$ cat src/rtl/disp_ser_pkg.sv
package disp_ser_pkg;
   typedef enum logic {
      SEL_DOT  = 1'b0,
      SEL_CTRL = 1'b1
   } reg_sel_e;

   typedef struct packed {
      logic simul;
      logic prescale;
      logic err;
   } cw1_t;
endpackage

$ cat src/rtl/dsi_edge_det.sv
module dsi_edge_det (
   input  logic clk,
   input  logic rst_n,
   input  logic sclk_i,
   input  logic ce_n_i,
   output logic sclk_rise,
   output logic ce_fall,
   output logic ce_rise
);
   logic sclk_q;
   logic ce_q;

   always_ff @(posedge clk) begin
      if (!rst_n) begin
         sclk_q <= 1'b1;
         ce_q   <= 1'b1;
      end else begin
         sclk_q <= sclk_i;
         ce_q   <= ce_n_i;
      end
   end

   assign sclk_rise = sclk_i & ~sclk_q;
   assign ce_fall   = ce_q & ~ce_n_i;
   assign ce_rise   = ~ce_q & ce_n_i;
endmodule

$ cat src/rtl/dsi_shift_reg.sv
module dsi_shift_reg #(
   parameter int WIDTH = 8
) (
   input  logic             clk,
   input  logic             rst_n,
   input  logic             en,
   input  logic             bit_in,
   output logic [WIDTH-1:0] q,
   output logic             msb
);
   generate
      if (WIDTH < 2) begin : g_bad_width
         $error("dsi_shift_reg: WIDTH must be at least 2");
      end
   endgenerate

   always_ff @(posedge clk) begin
      if (!rst_n)  q <= '0;
      else if (en) q <= {q[WIDTH-2:0], bit_in};
   end

   assign msb = q[WIDTH-1];
endmodule

$ cat src/rtl/dsi_ctrl_decode.sv
module dsi_ctrl_decode
   import disp_ser_pkg::*;
#(
   parameter int CTRL_BITS = 8
) (
   input  logic                 clk,
   input  logic                 rst_n,
   input  logic                 latch_en,
   input  logic [CTRL_BITS-1:0] word,
   output logic [CTRL_BITS-2:0] ctrl0,
   output cw1_t                 cw1
);
   localparam int SEL_BIT  = CTRL_BITS - 1;
   localparam int RSVD_LO  = 2;
   localparam int RSVD_HI  = CTRL_BITS - 2;

   generate
      if (CTRL_BITS != 8) begin : g_bad_ctrl
         $error("dsi_ctrl_decode: control field layout needs CTRL_BITS == 8");
      end
   endgenerate

   always_ff @(posedge clk) begin
      if (!rst_n) begin
         ctrl0 <= '0;
         cw1   <= '0;
      end else if (latch_en) begin
         if (word[SEL_BIT]) begin
            cw1.simul    <= word[0];
            cw1.prescale <= word[1];
            cw1.err      <= |word[RSVD_HI:RSVD_LO];
         end else begin
            ctrl0 <= word[CTRL_BITS-2:0];
         end
      end
   end
endmodule

$ cat src/rtl/disp_serial_if.sv
module disp_serial_if
   import disp_ser_pkg::*;
#(
   parameter int DOT_BITS  = 160,
   parameter int CTRL_BITS = 8,
   parameter bit SIMUL_EN  = 1'b1
) (
   input  logic                 clk,
   input  logic                 rst_n,
   input  logic                 sclk_i,
   input  logic                 ce_n_i,
   input  logic                 rs_i,
   input  logic                 din_i,
   output logic                 dout_o,
   output logic [DOT_BITS-1:0]  dot_image_o,
   output logic [CTRL_BITS-2:0] ctrl0_o,
   output logic                 prescale_o,
   output logic                 cfg_err_o
);
   generate
      if (DOT_BITS < 2) begin : g_bad_dot
         $error("disp_serial_if: DOT_BITS must be at least 2");
      end
   endgenerate

   logic                 sclk_rise, ce_fall, ce_rise;
   reg_sel_e             sel_lat;
   reg_sel_e             cur_sel;
   logic                 cur_sel_ctrl;
   logic                 shift_en;
   logic [DOT_BITS-1:0]  dot_q;
   logic                 dot_msb;
   logic [CTRL_BITS-1:0] ctrl_q;
   logic                 ctrl_msb;
   logic                 ctrl_out;
   cw1_t                 cw1;
   logic                 cw1_simul;

   dsi_edge_det i_edge (
      .clk       (clk),
      .rst_n     (rst_n),
      .sclk_i    (sclk_i),
      .ce_n_i    (ce_n_i),
      .sclk_rise (sclk_rise),
      .ce_fall   (ce_fall),
      .ce_rise   (ce_rise)
   );

   always_ff @(posedge clk) begin
      if (!rst_n)       sel_lat <= SEL_DOT;
      else if (ce_fall) sel_lat <= reg_sel_e'(rs_i);
   end

   assign cur_sel      = ce_fall ? reg_sel_e'(rs_i) : sel_lat;
   assign cur_sel_ctrl = (cur_sel == SEL_CTRL);
   assign shift_en     = sclk_rise & ~ce_n_i;

   dsi_shift_reg #(.WIDTH(DOT_BITS)) i_dot_sr (
      .clk    (clk),
      .rst_n  (rst_n),
      .en     (shift_en & ~cur_sel_ctrl),
      .bit_in (din_i),
      .q      (dot_q),
      .msb    (dot_msb)
   );

   dsi_shift_reg #(.WIDTH(CTRL_BITS)) i_ctrl_sr (
      .clk    (clk),
      .rst_n  (rst_n),
      .en     (shift_en & cur_sel_ctrl),
      .bit_in (din_i),
      .q      (ctrl_q),
      .msb    (ctrl_msb)
   );

   always_ff @(posedge clk) begin
      if (!rst_n)                             dot_image_o <= '0;
      else if (ce_rise && sel_lat == SEL_DOT) dot_image_o <= dot_q;
   end

   dsi_ctrl_decode #(.CTRL_BITS(CTRL_BITS)) i_decode (
      .clk      (clk),
      .rst_n    (rst_n),
      .latch_en (ce_rise && sel_lat == SEL_CTRL),
      .word     (ctrl_q),
      .ctrl0    (ctrl0_o),
      .cw1      (cw1)
   );

   assign cw1_simul  = cw1.simul;
   assign prescale_o = cw1.prescale;
   assign cfg_err_o  = cw1.err;

   generate
      if (SIMUL_EN) begin : g_pass
         assign ctrl_out = (~ce_n_i & cw1_simul) ? din_i : ctrl_msb;
      end else begin : g_serial_only
         assign ctrl_out = ctrl_msb;
      end
   endgenerate

   assign dout_o = cur_sel_ctrl ? ctrl_out : dot_msb;
endmodule

$ cat config.mk
export PLATFORM = sky130hd
export DESIGN_NAME = disp_serial_if
export DESIGN_NICKNAME = d
export VERILOG_FILES = /design/src/rtl/disp_ser_pkg.sv /design/src/rtl/dsi_edge_det.sv /design/src/rtl/dsi_shift_reg.sv /design/src/rtl/dsi_ctrl_decode.sv /design/src/rtl/disp_serial_if.sv
export SDC_FILE = /design/constraint.sdc
export NUM_CORES = 1
export LEC_CHECK = 0
export ABC_AREA = 0
export BUFFER_PORTS_ARGS = -buffer_cell sky130_fd_sc_hd__clkbuf_2
export CORE_ASPECT_RATIO = 1.25
export CORE_MARGIN = 4
export CORE_UTILIZATION = 51
export CTS_CLUSTER_SIZE = 10
export DETAILED_ROUTE_END_ITERATION = 12
export PLACE_DENSITY_LB_ADDON = 0.08
export SYNTH_ARGS = -nofsm -noshare
export SYNTH_HDL_FRONTEND = slang
export SYNTH_SLANG_ARGS = --single-unit
$ cat constraint.sdc
create_clock -name clk -period 1.3 [get_ports clk]
set_clock_uncertainty 0.1 [all_clocks]
set_input_delay 0 -clock clk [delete_from_list [all_inputs] [get_ports clk]]
set_output_delay 0 -clock clk [all_outputs]
set_load 0.005 [all_outputs]
-- Word-level counts from Yosys, hierarchy flattened
Cells that the tools add are included.
W data, S select, Z words.
- register bits: 341
- latch bits: 0
- bits in writable memories: 0
- bits in read-only memories: 0
- bits of input ports: 6
- word-level logic and storage cells: 31
- memories kept: 0
- add/subtract/negate cells: 0
- $mul: 0
- div/mod/pow operators: 0
- $lt $le $gt $ge: 0
- equality and inequality tests: 0
- shifts and indexed selects: 0
- mux-type cells: 3
- bitwise gates (word level): 13
- reduce and logical (&&, ||, !) cells: 5
- operators by type and width (kind ; number):
    $and A1 B1 Y1 ; 7
    $not A1 Y1 ; 6
    $reduce_or A5 Y1 ; 1
    $reduce_and A2 Y1 ; 2
    $mux W1 ; 3
    $logic_and A1 B1 Y1 ; 2

-- Depth between registers and ports, before layout
- depth in word-level cells: 5
- mapped depth: 6
- gate-level depth less buffers: 3

-- Hierarchy
A second synthesis with hierarchy kept.
- cells, all modules: 1292
- area, all modules: 12843.6 µm²
- modules (own cells, without submodules) (module ; times used ; cells each ; area an instance (µm²) ; seq. area each (µm²)):
    dsi_shift_reg at i_dot_sr ; 1 ; 516 ; 6095.8 ; 3203.1
    disp_serial_if ; 1 ; 706 ; 5967.0 ; 3223.1
    dsi_ctrl_decode ; 1 ; 37 ; 400.4 ; 200.2
    dsi_shift_reg at i_ctrl_sr ; 1 ; 26 ; 309.0 ; 160.2
    dsi_edge_det ; 1 ; 7 ; 71.3 ; 40.0

-- Worst setup path before layout
Ideal clock, no wire load.
- path type: register -> register
- start point: register sel_lat
- end point: register dot_image_o[129]
- setup time: 116 ps
- data arrival time: 1255 ps
- setup slack: -171 ps
- cell stages (with the launch flop): 7
- clock period less this slack: 1471 ps
- cells stage by stage: dfxtp_1 or3b_1 clkbuf_1 buf_4 buf_2 nand2_1 a21boi_1
- longest elaborated chain between the ends: 2
- RTL lines (item ; RTL line ; text):
    from (decl) ; disp_serial_if.sv:27 ; reg_sel_e sel_lat;
    from (signal assigned) ; disp_serial_if.sv:51 ; else if (ce_fall) sel_lat <= reg_sel_e'(rs_i);
    $not A1 Y1 ; disp_serial_if.sv:78 ; else if (ce_rise && sel_lat == SEL_DOT) dot_image_o <= dot_q;
    $logic_and A1 B1 Y1 ; disp_serial_if.sv:78 ;
    to (signal assigned) ; disp_serial_if.sv:78 ;
    to (decl) ; disp_serial_if.sv:15 ; output logic [DOT_BITS-1:0] dot_image_o,
No other way between the ends.
A chain may end at the register's enable or synchronous reset.

-- Final worst setup path
- start point: register i_edge.ce_q
- end point: output port dout_o
- longest elaborated chain between the ends: 3
- RTL lines (item ; RTL line ; text):
    from (decl) ; dsi_edge_det.sv:11 ; logic ce_q;
    from (signal assigned) ; dsi_edge_det.sv:19 ; ce_q <= ce_n_i;
    $and A1 B1 Y1 ; dsi_edge_det.sv:24 ; assign ce_fall = ce_q & ~ce_n_i;
    $mux W1 ; - ;
    $mux W1 ; disp_serial_if.sv:102 ; assign dout_o = cur_sel_ctrl ? ctrl_out : dot_msb;
    to (decl) ; disp_serial_if.sv:14 ; output logic dout_o,
No other way between the ends.

==> results.json <==
{
  "wl_per_cell_um": 19.5,
  "grt_pass1_vias": 9987,
  "netlist_instances": 1288,
  "switching_power_mw": 4.68,
  "avgSynthCellArea_um2": 9.56,
  "cts_htree_levels": 2,
  "min_to": "sel_lat$_SDFF_PN0_",
  "via_per_inst": 5.32,
  "die_x_um": 147,
  "antenna_cells": 0,
  "first_pass_iters": 6,
  "seqPwrFrac_pct": 48.6,
  "synth_fp_nets": 1294,
  "start_util_pct": 51.9,
  "fillers": 1430,
  "r2r_start": "i_edge.ce_q$_SDFF_PN1_",
  "fin_util_pct": 79.2,
  "cts_tree": "built",
  "sw_frac_of_total_pct": 21.7,
  "die_h_um": 182,
  "timing.hold.ws_ps": -186,
  "power_frac_clock_pct": 44.5,
  "layout-drive-gt1-share_pct": 40.5,
  "cp-start-kind": "flip-flop",
  "cp.required_ps": 1200,
  "violations": "hold timing, setup timing",
  "port_buffers": 175,
  "rsz0062_at_grt": "yes",
  "globalplace.congestion": 0.729,
  "synth_cell_types": 18,
  "finalHoldViolations": 3,
  "setup_viol_count_final": 339,
  "num_vias": 10200,
  "syn2layout_area_growth_pct": 52.5,
  "cts-buffers-inserted": 40,
  "synth_seq_cells": 341,
  "dpl.cell_count": 1740,
  "tightest_slew_ps": 957,
  "period_share_pct": 148,
  "clockBufferDepth": 3,
  "cp-end-kind": "output port",
  "fin_crit_ps": 1920,
  "routed-wl-met3_um": 1700,
  "post-dp-hpwl_um": 16000,
  "dp_slack_ps": -185,
  "fp-row-count": 63,
  "r2r_end": "i_dot_sr.q[52]$_SDFFE_PN0P_",
  "leakagePower_nw": 8.68,
  "critPathMaxFanout": 2,
  "antenna_found_initial": 0,
  "p_int_mw": 16.9,
  "slew_headroom_pct": 36.2,
  "slew_viol_final": 0,
  "top_layer": "met4",
  "wl_met2_um": 19400,
  "synth_seq_area_share_pct": 55.4,
  "root_buffer": "clkbuf_16",
  "fmaxAchievable_mhz": 520,
  "die_area_mm2": 0.0267,
  "fin_ws_ps": -623,
  "gr-usage-all-layers_pct": 24.3,
  "drv_cap": 0,
  "reg2reg_depth": 8,
  "path_clk_slew_ps": 50,
  "synth_area_mm2": 0.0123,
  "wl_met1_um": 15100,
  "hp-start": "rs_i",
  "cts_sinks": 341,
  "p_per_area_mw_per_mm2": 1150,
  "grt_overflow": 0,
  "stdcell_count": 1920,
  "routed_wl_um": 37400,
  "cp.arrival_ps": 1820,
  "combPwrFrac_pct": 6.9,
  "r2r_slack_ps": -520,
  "worstSkewPairLatency_ps": 510,
  "drt_iter0_drc": 422,
  "outcome": "finished, violations left",
  "ir_drop_v": 0.000874,
  "whs_path_depth": 3,
  "grt_pass1_wl_um": 52600,
  "path_class": "flip-flop to output port",
  "drc_errors": 0,
  "num_io_pins": 176,
  "core-area_mm2": 0.0237,
  "grt_max_degree": 80,
  "num-nets-final": 1599,
  "ys_warn_count": 0,
  "p_total_mw": 21.5,
  "ant_nets": 0,
  "hold_path.class": "input port to flip-flop"
}
## area by class of cell
| class | count | area [um2] | area share, % |
|---|---|---|---|
| timing repair buffer | 353 | 4020 | 21.4 |
| sequential | 341 | 6830 | 36.4 |
| clock buffer | 43 | 1040 | 5.56 |
| multi-input combinational | 857 | 6470 | 34.5 |
| clock inverter | 1 | 8.76 | 0.0466 |
| tap | 325 | 407 | 2.16 |
## cells in the mapped netlist
master    count  area [um2]
or3b_1        1        8.76
nor4bb_1      1        10.0
nor2b_1      13        81.3
clkbuf_1     38         143
dfxtp_1     341        6830
buf_2        33         165
nand2b_1      2        12.5
o21bai_1      1        7.51
a21boi_1    100         751
nor3b_1       1        7.51
mux2_2        2        22.5
mux2i_1     179        1790
a21boi_0     61         458
nor3b_2       1        12.5
nand2_1     491        1840
nand4b_1      1        8.76
buf_4        21         158
or4_1         1        7.51
## power by group through the flow
stage | clock network (mW) | registers (mW) | logic (mW)
2_1_floorplan | 0 | 10.7 | 0.442
3_3_place_gp | 0 | 10.7 | 0.606
3_5_place_dp | 0 | 10.7 | 0.607
4_1_cts | 9.64 | 10.5 | 1.24
5_1_grt | 10.1 | 10.5 | 1.53
6_report | 9.58 | 10.5 | 1.49
## how the worst max path moves through the flow
stage	endpoint	slack, ps	from	depth (start not counted)
3_3_place_gp	dot_image_o[86]$_SDFFE_PN0P_	-150	sel_lat$_SDFF_PN0_	6
6_report	dout_o	-620	i_edge.ce_q$_SDFF_PN1_	4
5_1_grt	dout_o	-660	i_edge.ce_q$_SDFF_PN1_	4
4_1_cts	dout_o	-530	i_edge.ce_q$_SDFF_PN1_	4
3_5_place_dp	dot_image_o[18]$_SDFFE_PN0P_	-190	sel_lat$_SDFF_PN0_	6
2_1_floorplan	dot_image_o[129]$_SDFFE_PN0P_	-120	sel_lat$_SDFF_PN0_	6
## sequential cells by signal, summed over array words and instances, names as in the netlist
name	flops
i_decode.cw1	3
i_edge.ce_q	1
i_edge.sclk_q	1
dot_image_o	160
i_dot_sr.q	160
i_ctrl_sr.q	8
i_decode.ctrl0	7
sel_lat	1
## logic make-up after synthesis
family          after synthesis  synth area share (%)
simple gates                512                  16.2
flops                       341                  55.4
mux                         181                  14.7
compound gates              162                  9.88
buf+inv                      92                  3.78
## cell usage in the layout (no fill, tap or decap), types with 2 or more instances in the layout
cell type and n:
nand2_1 308, mux2i_2 5, dfxtp_1 339, nand2_8 3, a21boi_1 79, a21boi_2 82
clkbuf_8 2, nor2b_4 2, nand2_4 110, buf_6 15, clkbuf_2 174, dlygate4sd3_1 32
nand2_2 72, nor2b_1 11, nand2b_1 2, clkbuf_16 59, buf_4 18, dlymetal6s4s_1 2
buf_8 13, buf_16 32, buf_12 48, mux2i_1 173
## stage by stage
stage	setup TNS [ps]	hold WS (ps)	area, um2
6_report	-134350	-186	18800
5_1_grt	-144930	-174	18800
4_1_cts	-114070	-263	17000
3_5_place_dp	-40730	114	13700
3_3_place_gp	-28760	107	13700
2_1_floorplan	-19500	1.41	12500
## critical path, cell delays in order, from the launching register on
cell	delay, ps
dfxtp_4	360
nor2b_4	180
mux2i_2	320
mux2_4	340
clkbuf_2	110
## timing repair
action | 4_1_cts | 5_1_grt
buffers inserted | 28 | 28
cloned | 49 | 20
gates resized for setup | 112 | 482
endpoints found under the hold margin | 34 | 10
endpoints found under the setup margin | 337 | 339
hold buffers | 32 | 3
pin swaps | 5 | 267
## per-layer routing
layer	vias up	GRT usage [%]
li1	4861	-
met1	4979	29.9
met2	280	42.9
met3	89	4.14
met4	0	8.32
met5	-	0
No activity file was read; power rests on OpenSTA's default activity.
